`src/rtl/addr_bp_pkg.sv`:
```
package addr_bp_pkg;

  typedef enum logic [1:0] {
    BP_OFF = 2'b00,
    BP_EQ  = 2'b01,
    BP_IN  = 2'b10,
    BP_OUT = 2'b11
  } bp_mode_e;

  localparam int ATTR_W = 5;
  localparam int IDX_W  = 5;

  // channel 1 register indices sit at channel 0 index plus this offset
  localparam logic [IDX_W-1:0] IDX_CH_STEP = 5'h10;
  localparam logic [IDX_W-1:0] IDX_LO_BASE = 5'h0D;
  localparam logic [IDX_W-1:0] IDX_HI_BASE = 5'h0C;
  localparam logic [IDX_W-1:0] IDX_CT_BASE = 5'h07;

  // control word field positions
  localparam int CT_MODE_LSB = 0;
  localparam int CT_EXP_LSB  = 2;
  localparam int CT_MSK_LSB  = CT_EXP_LSB + ATTR_W;
  localparam int CT_W        = CT_MSK_LSB + ATTR_W;

  function automatic logic [IDX_W-1:0] ch_index(input logic [IDX_W-1:0] base, input int ch);
    return base + ((ch != 0) ? IDX_CH_STEP : '0);
  endfunction

endpackage

```
`src/rtl/addr_bp_regs.sv`:
```
module addr_bp_regs
  import addr_bp_pkg::*;
#(
  parameter int AW  = 32,
  parameter int NCH = 2
) (
  input  logic                         clk,
  input  logic                         rst_n,
  input  logic                         wr_en,
  input  logic [IDX_W-1:0]             wr_idx,
  input  logic [AW-1:0]                wr_data,
  output logic [NCH-1:0][AW-1:0]       lo,
  output logic [NCH-1:0][AW-1:0]       hi,
  output logic [NCH-1:0][1:0]          mode,
  output logic [NCH-1:0][ATTR_W-1:0]   exp_attr,
  output logic [NCH-1:0][ATTR_W-1:0]   msk_attr
);

  for (genvar c = 0; c < NCH; c++) begin : g_ch
    localparam logic [IDX_W-1:0] LO_IDX = ch_index(IDX_LO_BASE, c);
    localparam logic [IDX_W-1:0] HI_IDX = ch_index(IDX_HI_BASE, c);
    localparam logic [IDX_W-1:0] CT_IDX = ch_index(IDX_CT_BASE, c);

    logic sel_lo, sel_hi, sel_ct;
    assign sel_lo = wr_en && (wr_idx == LO_IDX);
    assign sel_hi = wr_en && (wr_idx == HI_IDX);
    assign sel_ct = wr_en && (wr_idx == CT_IDX);

    always_ff @(posedge clk) begin
      if (!rst_n) begin
        lo[c]       <= '0;
        hi[c]       <= '0;
        mode[c]     <= BP_OFF;
        exp_attr[c] <= '0;
        msk_attr[c] <= '0;
      end else begin
        if (sel_lo) lo[c] <= wr_data;
        if (sel_hi) hi[c] <= wr_data;
        if (sel_ct) begin
          mode[c]     <= wr_data[CT_MODE_LSB +: 2];
          exp_attr[c] <= wr_data[CT_EXP_LSB +: ATTR_W];
          msk_attr[c] <= wr_data[CT_MSK_LSB +: ATTR_W];
        end
      end
    end
  end

endmodule

```
`src/rtl/addr_bp_cmp.sv`:
```
module addr_bp_cmp
  import addr_bp_pkg::*;
#(
  parameter int AW = 32
) (
  input  logic [1:0]        mode,
  input  logic [AW-1:0]     lo,
  input  logic [AW-1:0]     hi,
  input  logic [AW-1:0]     addr,
  output logic              addr_ok
);

  logic eq_lo, ge_lo, le_hi, in_rng;

  assign eq_lo  = (addr == lo);
  assign ge_lo  = (addr >= lo);
  assign le_hi  = (addr <= hi);
  assign in_rng = ge_lo && le_hi;

  always_comb begin
    unique case (bp_mode_e'(mode))
      BP_EQ:   addr_ok = eq_lo;
      BP_IN:   addr_ok = in_rng;
      BP_OUT:  addr_ok = !in_rng;
      default: addr_ok = 1'b0;
    endcase
  end

endmodule

```
`src/rtl/addr_bp_attr.sv`:
```
module addr_bp_attr
  import addr_bp_pkg::*;
(
  input  logic [ATTR_W-1:0] attr,
  input  logic [ATTR_W-1:0] exp_attr,
  input  logic [ATTR_W-1:0] msk_attr,
  output logic              attr_ok
);

  assign attr_ok = ~|((attr ^ exp_attr) & msk_attr);

endmodule

```
`src/rtl/addr_bp_watch.sv`:
```
module addr_bp_watch
  import addr_bp_pkg::*;
#(
  parameter int AW  = 32,
  parameter int NCH = 2
) (
  input  logic              clk,
  input  logic              rst_n,
  input  logic              bus_valid,
  input  logic [AW-1:0]     bus_addr,
  input  logic [1:0]        bus_type,
  input  logic [2:0]        bus_mod,
  input  logic              cfg_wr_en,
  input  logic [IDX_W-1:0]  cfg_wr_idx,
  input  logic [AW-1:0]     cfg_wr_data,
  output logic [NCH-1:0]    bp_hit
);

  logic [NCH-1:0][AW-1:0]     ch_lo, ch_hi;
  logic [NCH-1:0][1:0]        ch_mode;
  logic [NCH-1:0][ATTR_W-1:0] ch_exp, ch_msk;
  logic [ATTR_W-1:0]          bus_attr;
  logic [NCH-1:0]             addr_ok, attr_ok, hit_d;

  assign bus_attr = {bus_type, bus_mod};

  addr_bp_regs #(.AW(AW), .NCH(NCH)) u_regs (
    .clk      (clk),
    .rst_n    (rst_n),
    .wr_en    (cfg_wr_en),
    .wr_idx   (cfg_wr_idx),
    .wr_data  (cfg_wr_data),
    .lo       (ch_lo),
    .hi       (ch_hi),
    .mode     (ch_mode),
    .exp_attr (ch_exp),
    .msk_attr (ch_msk)
  );

  for (genvar c = 0; c < NCH; c++) begin : g_ch
    addr_bp_cmp #(.AW(AW)) u_cmp (
      .mode    (ch_mode[c]),
      .lo      (ch_lo[c]),
      .hi      (ch_hi[c]),
      .addr    (bus_addr),
      .addr_ok (addr_ok[c])
    );

    addr_bp_attr u_attr (
      .attr     (bus_attr),
      .exp_attr (ch_exp[c]),
      .msk_attr (ch_msk[c]),
      .attr_ok  (attr_ok[c])
    );

    assign hit_d[c] = bus_valid && addr_ok[c] && attr_ok[c];
  end

  always_ff @(posedge clk) begin
    if (!rst_n) bp_hit <= '0;
    else        bp_hit <= hit_d;
  end

endmodule

```
`config.mk`:
```
export PLATFORM = sky130hd
export DESIGN_NAME = addr_bp_watch
export DESIGN_NICKNAME = d
export VERILOG_FILES = /design/src/rtl/addr_bp_pkg.sv /design/src/rtl/addr_bp_regs.sv /design/src/rtl/addr_bp_cmp.sv /design/src/rtl/addr_bp_attr.sv /design/src/rtl/addr_bp_watch.sv
export SDC_FILE = /design/constraint.sdc
export NUM_CORES = 1
export LEC_CHECK = 0
export BUFFER_PORTS_ARGS = -buffer_cell sky130_fd_sc_hd__buf_2
export CAP_MARGIN = 20
export CORE_ASPECT_RATIO = 1.4
export CORE_MARGIN = 5
export CORE_UTILIZATION = 60
export DETAILED_ROUTE_END_ITERATION = 8
export PLACE_DENSITY = 0.86
export SLEW_MARGIN = 10
export SYNTH_ARGS = -nofsm -noshare
export SYNTH_HDL_FRONTEND = slang
export SYNTH_SLANG_ARGS = --single-unit
```
`constraint.sdc`:
```
create_clock -name clk -period 3.5 [get_ports clk]
set_input_delay 0.7 -clock clk [delete_from_list [all_inputs] [get_ports clk]]
set_output_delay 0.7 -clock clk [all_outputs]
set_load 0.01 [all_outputs]
```
---- After elaboration in Yosys (flattened, before gate mapping) ----
Index checks and enable logic that the tools add are counted.
operators by class
  magnitude comparators ................... 4
  equal/unequal tests ..................... 14
  multiplexer cells ....................... 2
  bitwise gates (word level) .............. 4
  reduce and logical (&&, ||, !) cells .... 18
operators with widths
  operator            count
  $eq 32x32->1        2
  $ge 32x32->1        2
  $le 32x32->1        2
  $eq 5x5->1 const B  3
  $logic_and 1x1->1   12
  $and 5x5->5         2
  $eq 5x4->1 const B  2
  $reduce_or 5->1     2
  $xor 5x5->5         2
  $eq 2x2->1 const B  4
  $pmux 1 s3          2
  $eq 5x3->1 const B  1
  $eq 2x1->1 const B  2
  $logic_not 1->1     4
word-level totals
  register bits after elaboration ......... 154
  input port bits ......................... 78
  output and inout bits ................... 2
  word-level logic and storage cells ...... 53

---- Logic depth before layout (Yosys ltp) ----
  word-level depth ........................ 6
  depth in mapped cells ................... 9
  mapped depth without buffers ............ 9

---- Cells and area by module ----
From an unflattened synthesis, not the netlist that was laid out.
second synthesis, totals
  cell total of the unflattened synthesis .. 1,015
  area total of the unflattened synthesis .. 9,031.2 µm²
by module, submodules not included
  module                       times used  cells each  area an instance (µm²)  sequential area each (µm²)
  addr_bp_regs                 1           535         5,551.6                 3,042.9
  addr_bp_cmp (g_ch[1].u_cmp)  1           228         1,645.3                 0.0
  addr_bp_cmp (g_ch[0].u_cmp)  1           230         1,641.6                 0.0
  addr_bp_attr                 2           9           67.6                    0.0
  addr_bp_watch                1           4           57.6                    40.0

---- Least setup slack after synthesis ----
Ideal clock, no wire load.
  path kind ............................... input to register
  from .................................... in bus_addr[0]
  to ...................................... reg bp_hit[1]
  setup time .............................. 0.124 ns
  data arrival time ....................... 2.320 ns
  data required time ...................... 3.376 ns
  path slack .............................. 1.057 ns
  stages on the path ...................... 9
  buffers on the path ..................... 0
  path through ............................ inv_1 ha_1 nand2b_1 a2111oi_0 nor4b_1 o31a_1 o211ai_1 mux2i_1 o21ai_0
between the ends
  word-level cells in the longest chain between the ends .. 6
RTL lines
  what                                                 RTL line                              source
  start, declared                                      addr_bp_watch.sv:10                   input logic [AW-1:0] bus_addr,
  $ge 32x32->1 / $le 32x32->1 (equally long branches)  addr_bp_cmp.sv:16, addr_bp_cmp.sv:17
  $logic_and 1x1->1                                    addr_bp_cmp.sv:18                     assign in_rng = ge_lo && le_hi;
  $logic_not 1->1                                      addr_bp_cmp.sv:24                     BP_OUT: addr_ok = !in_rng;
  $pmux 1 s3 *                                         addr_bp_cmp.sv:21                     unique case (bp_mode_e'(mode))
  $logic_and 1x1->1 * (2 in series)                    addr_bp_watch.sv:56                   assign hit_d[c] = bus_valid && addr_ok[c] && attr_ok[c];
  end signal, assigned                                 addr_bp_watch.sv:61                   else bp_hit <= hit_d;
  end, declared                                        addr_bp_watch.sv:16                   output logic [NCH-1:0] bp_hit
Every way passes the cells marked *; elsewhere a longest branch is shown, timed or not.
A chain may end at the register's enable or synchronous reset.

---- Worst setup path in the final report ----
  from .................................... in bus_addr[25]
  to ...................................... reg bp_hit[1]
Same word-level chain as after synthesis.

==> results.txt <==
largest net degree at the start of global routing -> 111
Clk pwr share -> 0.435
Combinational Power Share -> 0.105
first-pass GRT wire length -> 38,410 microns
Max-Slew Margin vs Limit -> 0.4082
run status -> completed
RSZ-0062 raised after global routing -> false
GRT Residual Overflow -> 0
nets@finish -> 1,395
Seq pwr share -> 0.460
internal reg-to-reg setup slack -> 1.04 ns
asr flop ratio synth -> 0
f_max -> 401.5 MHz
DR vias -> 7,959
max-cap viol count -> 0
Final Hold Viols -> 0
CP arrival -> 2.78 ns
hold_buf cts -> 0
Ports -> 80
drt initial violations -> 534
hold path startpoint -> u_regs.hi[1]
Final Cycle Share -> 0.7116
Worst VDD drop -> 0.3012 mV
NetSw -> 971.9 uW
Synth area leader -> dfxtp_1
minimum clock period -> 2.491 ns
Worst Setup SP -> bus_addr[25]
sequential element share of the synthesized area -> 0.3392
core area -> 14,990 sq um
Area Overhead vs Synth -> 11.88%
vias in the first global route -> 8,070
clock network latency to the later pin of the worst-skew pair -> 0.42 ns
r2r endpoint -> bp_hit[1]
worst hold stages -> 2
Post-CTS Resized -> 0
Yosys reg bits -> 154
Final GP Congestion -> 0.9346
sw frac -> 0.2525
Hold WS -> 0.4569 ns
Setup TNS Final -> 0 ns
clock-pin slew on the worst setup and hold paths -> 0.06 ns
Final Max Tran Viols -> 0
Post-CTS Setup Inserts -> 0
Netlist cell types -> 47
initial antenna violation count -> 0
final setup violation count -> 0
Die Width -> 114.0 microns
die height -> 155.6 microns
Worst Clk Skew -> 0.008623 ns
startpoint types -> input port
Tightest Pin Transition -> 0.8876 ns
CTS tree -> built
PwrDens -> 378.5 nW/um^2
Clk Tree Root Cell -> clkbuf_16
CP max FO -> 4
Ys Warns -> 0
CTS buffer count -> 17
reg-to-reg startpoint -> u_regs.lo[57]
worst hold path class -> register to register
vias per inst -> 5.709
Gate Count Post-Synth -> 1,129
H-tree levels -> 4
starting density of the core -> 0.6065
Synth area leaders -> dfxtp_1 (34%), ha_1 (18%), nand2_1 (12%), a21boi_0 (11%), inv_1 (5.3%)
share of cells above drive strength 1 -> 0.1023
clock sinks -> 154
worst path setup slack after routing -> 1.009 ns
Initial DRT Pass Iterations -> 5
LEAKAGE -> 3.741 nW
DRC errors left -> 0
design area -> 10,170 sq um
Total Wirelength -> 23,440 microns
Placed Area -> 9635 sq um
n_diodes -> 0
FF-to-FF path depth -> 9
crit path kind -> input port to register
DIE AREA -> 17,750 sq um
Setup crit end -> bp_hit[1]
post-synthesis net count -> 1,335
Post-DP HPWL -> 16,620 microns
Post-synth top flop -> dfxtp_1
top cell type's share of synthesized area -> 0.3392
total chip power -> 3.849 mW
cell-internal power -> 2.878 mW
routed len/inst -> 16.81 microns
GRT Overall Usage -> 0.2697
EDFF count, synth -> 0
CP Capture Type -> register
clk buf depth -> 2
pre-CTS setup slack -> 0.6087 ns
PortBufs -> 79
Syn Std Cell Area -> 9090 sq um
syn avg cell area -> 8.051 sq um
CP required -> 3.79 ns
Site Rows -> 53
number of routed nets with antenna violations -> 0
fill count -> 1,243
## flip-flops by register name, indices dropped and copies added (netlist names)
signal,flops
u_regs.hi,64
u_regs.lo,64
bp_hit,2
u_regs.mode,4
u_regs.exp_attr,10
u_regs.msk_attr,10
## logic make-up after synthesis
logic type	Yosys count	share of synthesized area
AO/OA/AOI/OAI	234	0.1803
XOR/XNOR	10	0.009635
adder cells (fa/ha/maj)	128	0.1762
buffers and inverters	176	0.07295
flip-flops	154	0.3392
multiplexers	25	0.02753
AND/OR/NAND/NOR	402	0.1942
## through the flow
step | instances | util
global route | 1394 | 0.6786
floorplan | 1129 | -
CTS | 1394 | 0.6786
finish | 1394 | 0.6786
global placement | 1362 | 0.6429
detailed placement | 1362 | 0.6429
## power groups by stage
stage | Combinational [mW] | Clock [mW] | Sequential (mW)
after floorplan | 0.226 | 0 | 1.81
after global placement | 0.381 | 0 | 1.81
after detailed placement | 0.396 | 0 | 1.81
after CTS | 0.401 | 1.69 | 1.77
after global routing | 0.452 | 1.76 | 1.77
final | 0.403 | 1.67 | 1.77
## final cells by class
cell class                 count  area [sq um]  area share
multi-input combinational    799          5363      0.5273
tap                          192         240.2     0.02362
inverter                     129         484.2     0.04761
timing repair buffer          88         465.4     0.04577
clock buffer                  22         464.2     0.04564
clock inverter                10         70.07    0.006890
sequential                   154          3083      0.3031
## worst min path at each step
stage	end	slack, ns
final	u_regs.hi[1]	0.46
after global placement	u_regs.hi[1]	0.44
after CTS	u_regs.hi[1]	0.46
after global routing	u_regs.hi[1]	0.48
after detailed placement	u_regs.hi[1]	0.45
after floorplan	u_regs.hi[1]	0.44
## layout by cell type, fill, tap and decap left out, types with 10 or more instances in the layout
master	n
nand2_1	286
dfxtp_1	154
inv_1	129
a21boi_0	128
ha_1	128
buf_2	78
a21oi_1	48
nor2b_1	27
mux2i_1	25
nand4_1	22
nand3_1	18
clkbuf_16	17
o21ai_0	12
nor2_1	11
a21o_1	10
xor2_1	10
buf_4	10
## critical path, cell delays in order
cell and delay, ns:
buf_2 0.13, ha_1 0.31, a21o_1 0.17, a221o_1 0.32, a221oi_1 0.42, o21ai_0 0.20
o211ai_1 0.24, mux2i_1 0.20, o21ai_0 0.10
## cell usage after synthesis, types with 4 or more instances
| cell | number |
|---|---|
| a21boi_0 | 128 |
| a21o_1 | 10 |
| a21oi_1 | 48 |
| a221o_1 | 5 |
| a22oi_1 | 5 |
| and4_1 | 6 |
| clkbuf_1 | 45 |
| dfxtp_1 | 154 |
| ha_1 | 128 |
| inv_1 | 129 |
| mux2i_1 | 25 |
| nand2_1 | 286 |
| nand3_1 | 18 |
| nand4_1 | 22 |
| nor2_1 | 12 |
| nor2b_1 | 27 |
| nor3_1 | 8 |
| nor3b_1 | 4 |
| nor4_1 | 5 |
| o211ai_1 | 4 |
| o21ai_0 | 12 |
| xor2_1 | 10 |
## layer usage
layer  vias up  global-route usage  routed length, microns
met1      3725              0.3045                    9192
met5         -                   0                       0
met3        77             0.04657                    1198
met4         0              0.1290                    1015
li1       3903                   -                       -
met2       254              0.4866                   12030
Note: power is estimated with default switching activity, not from simulation.
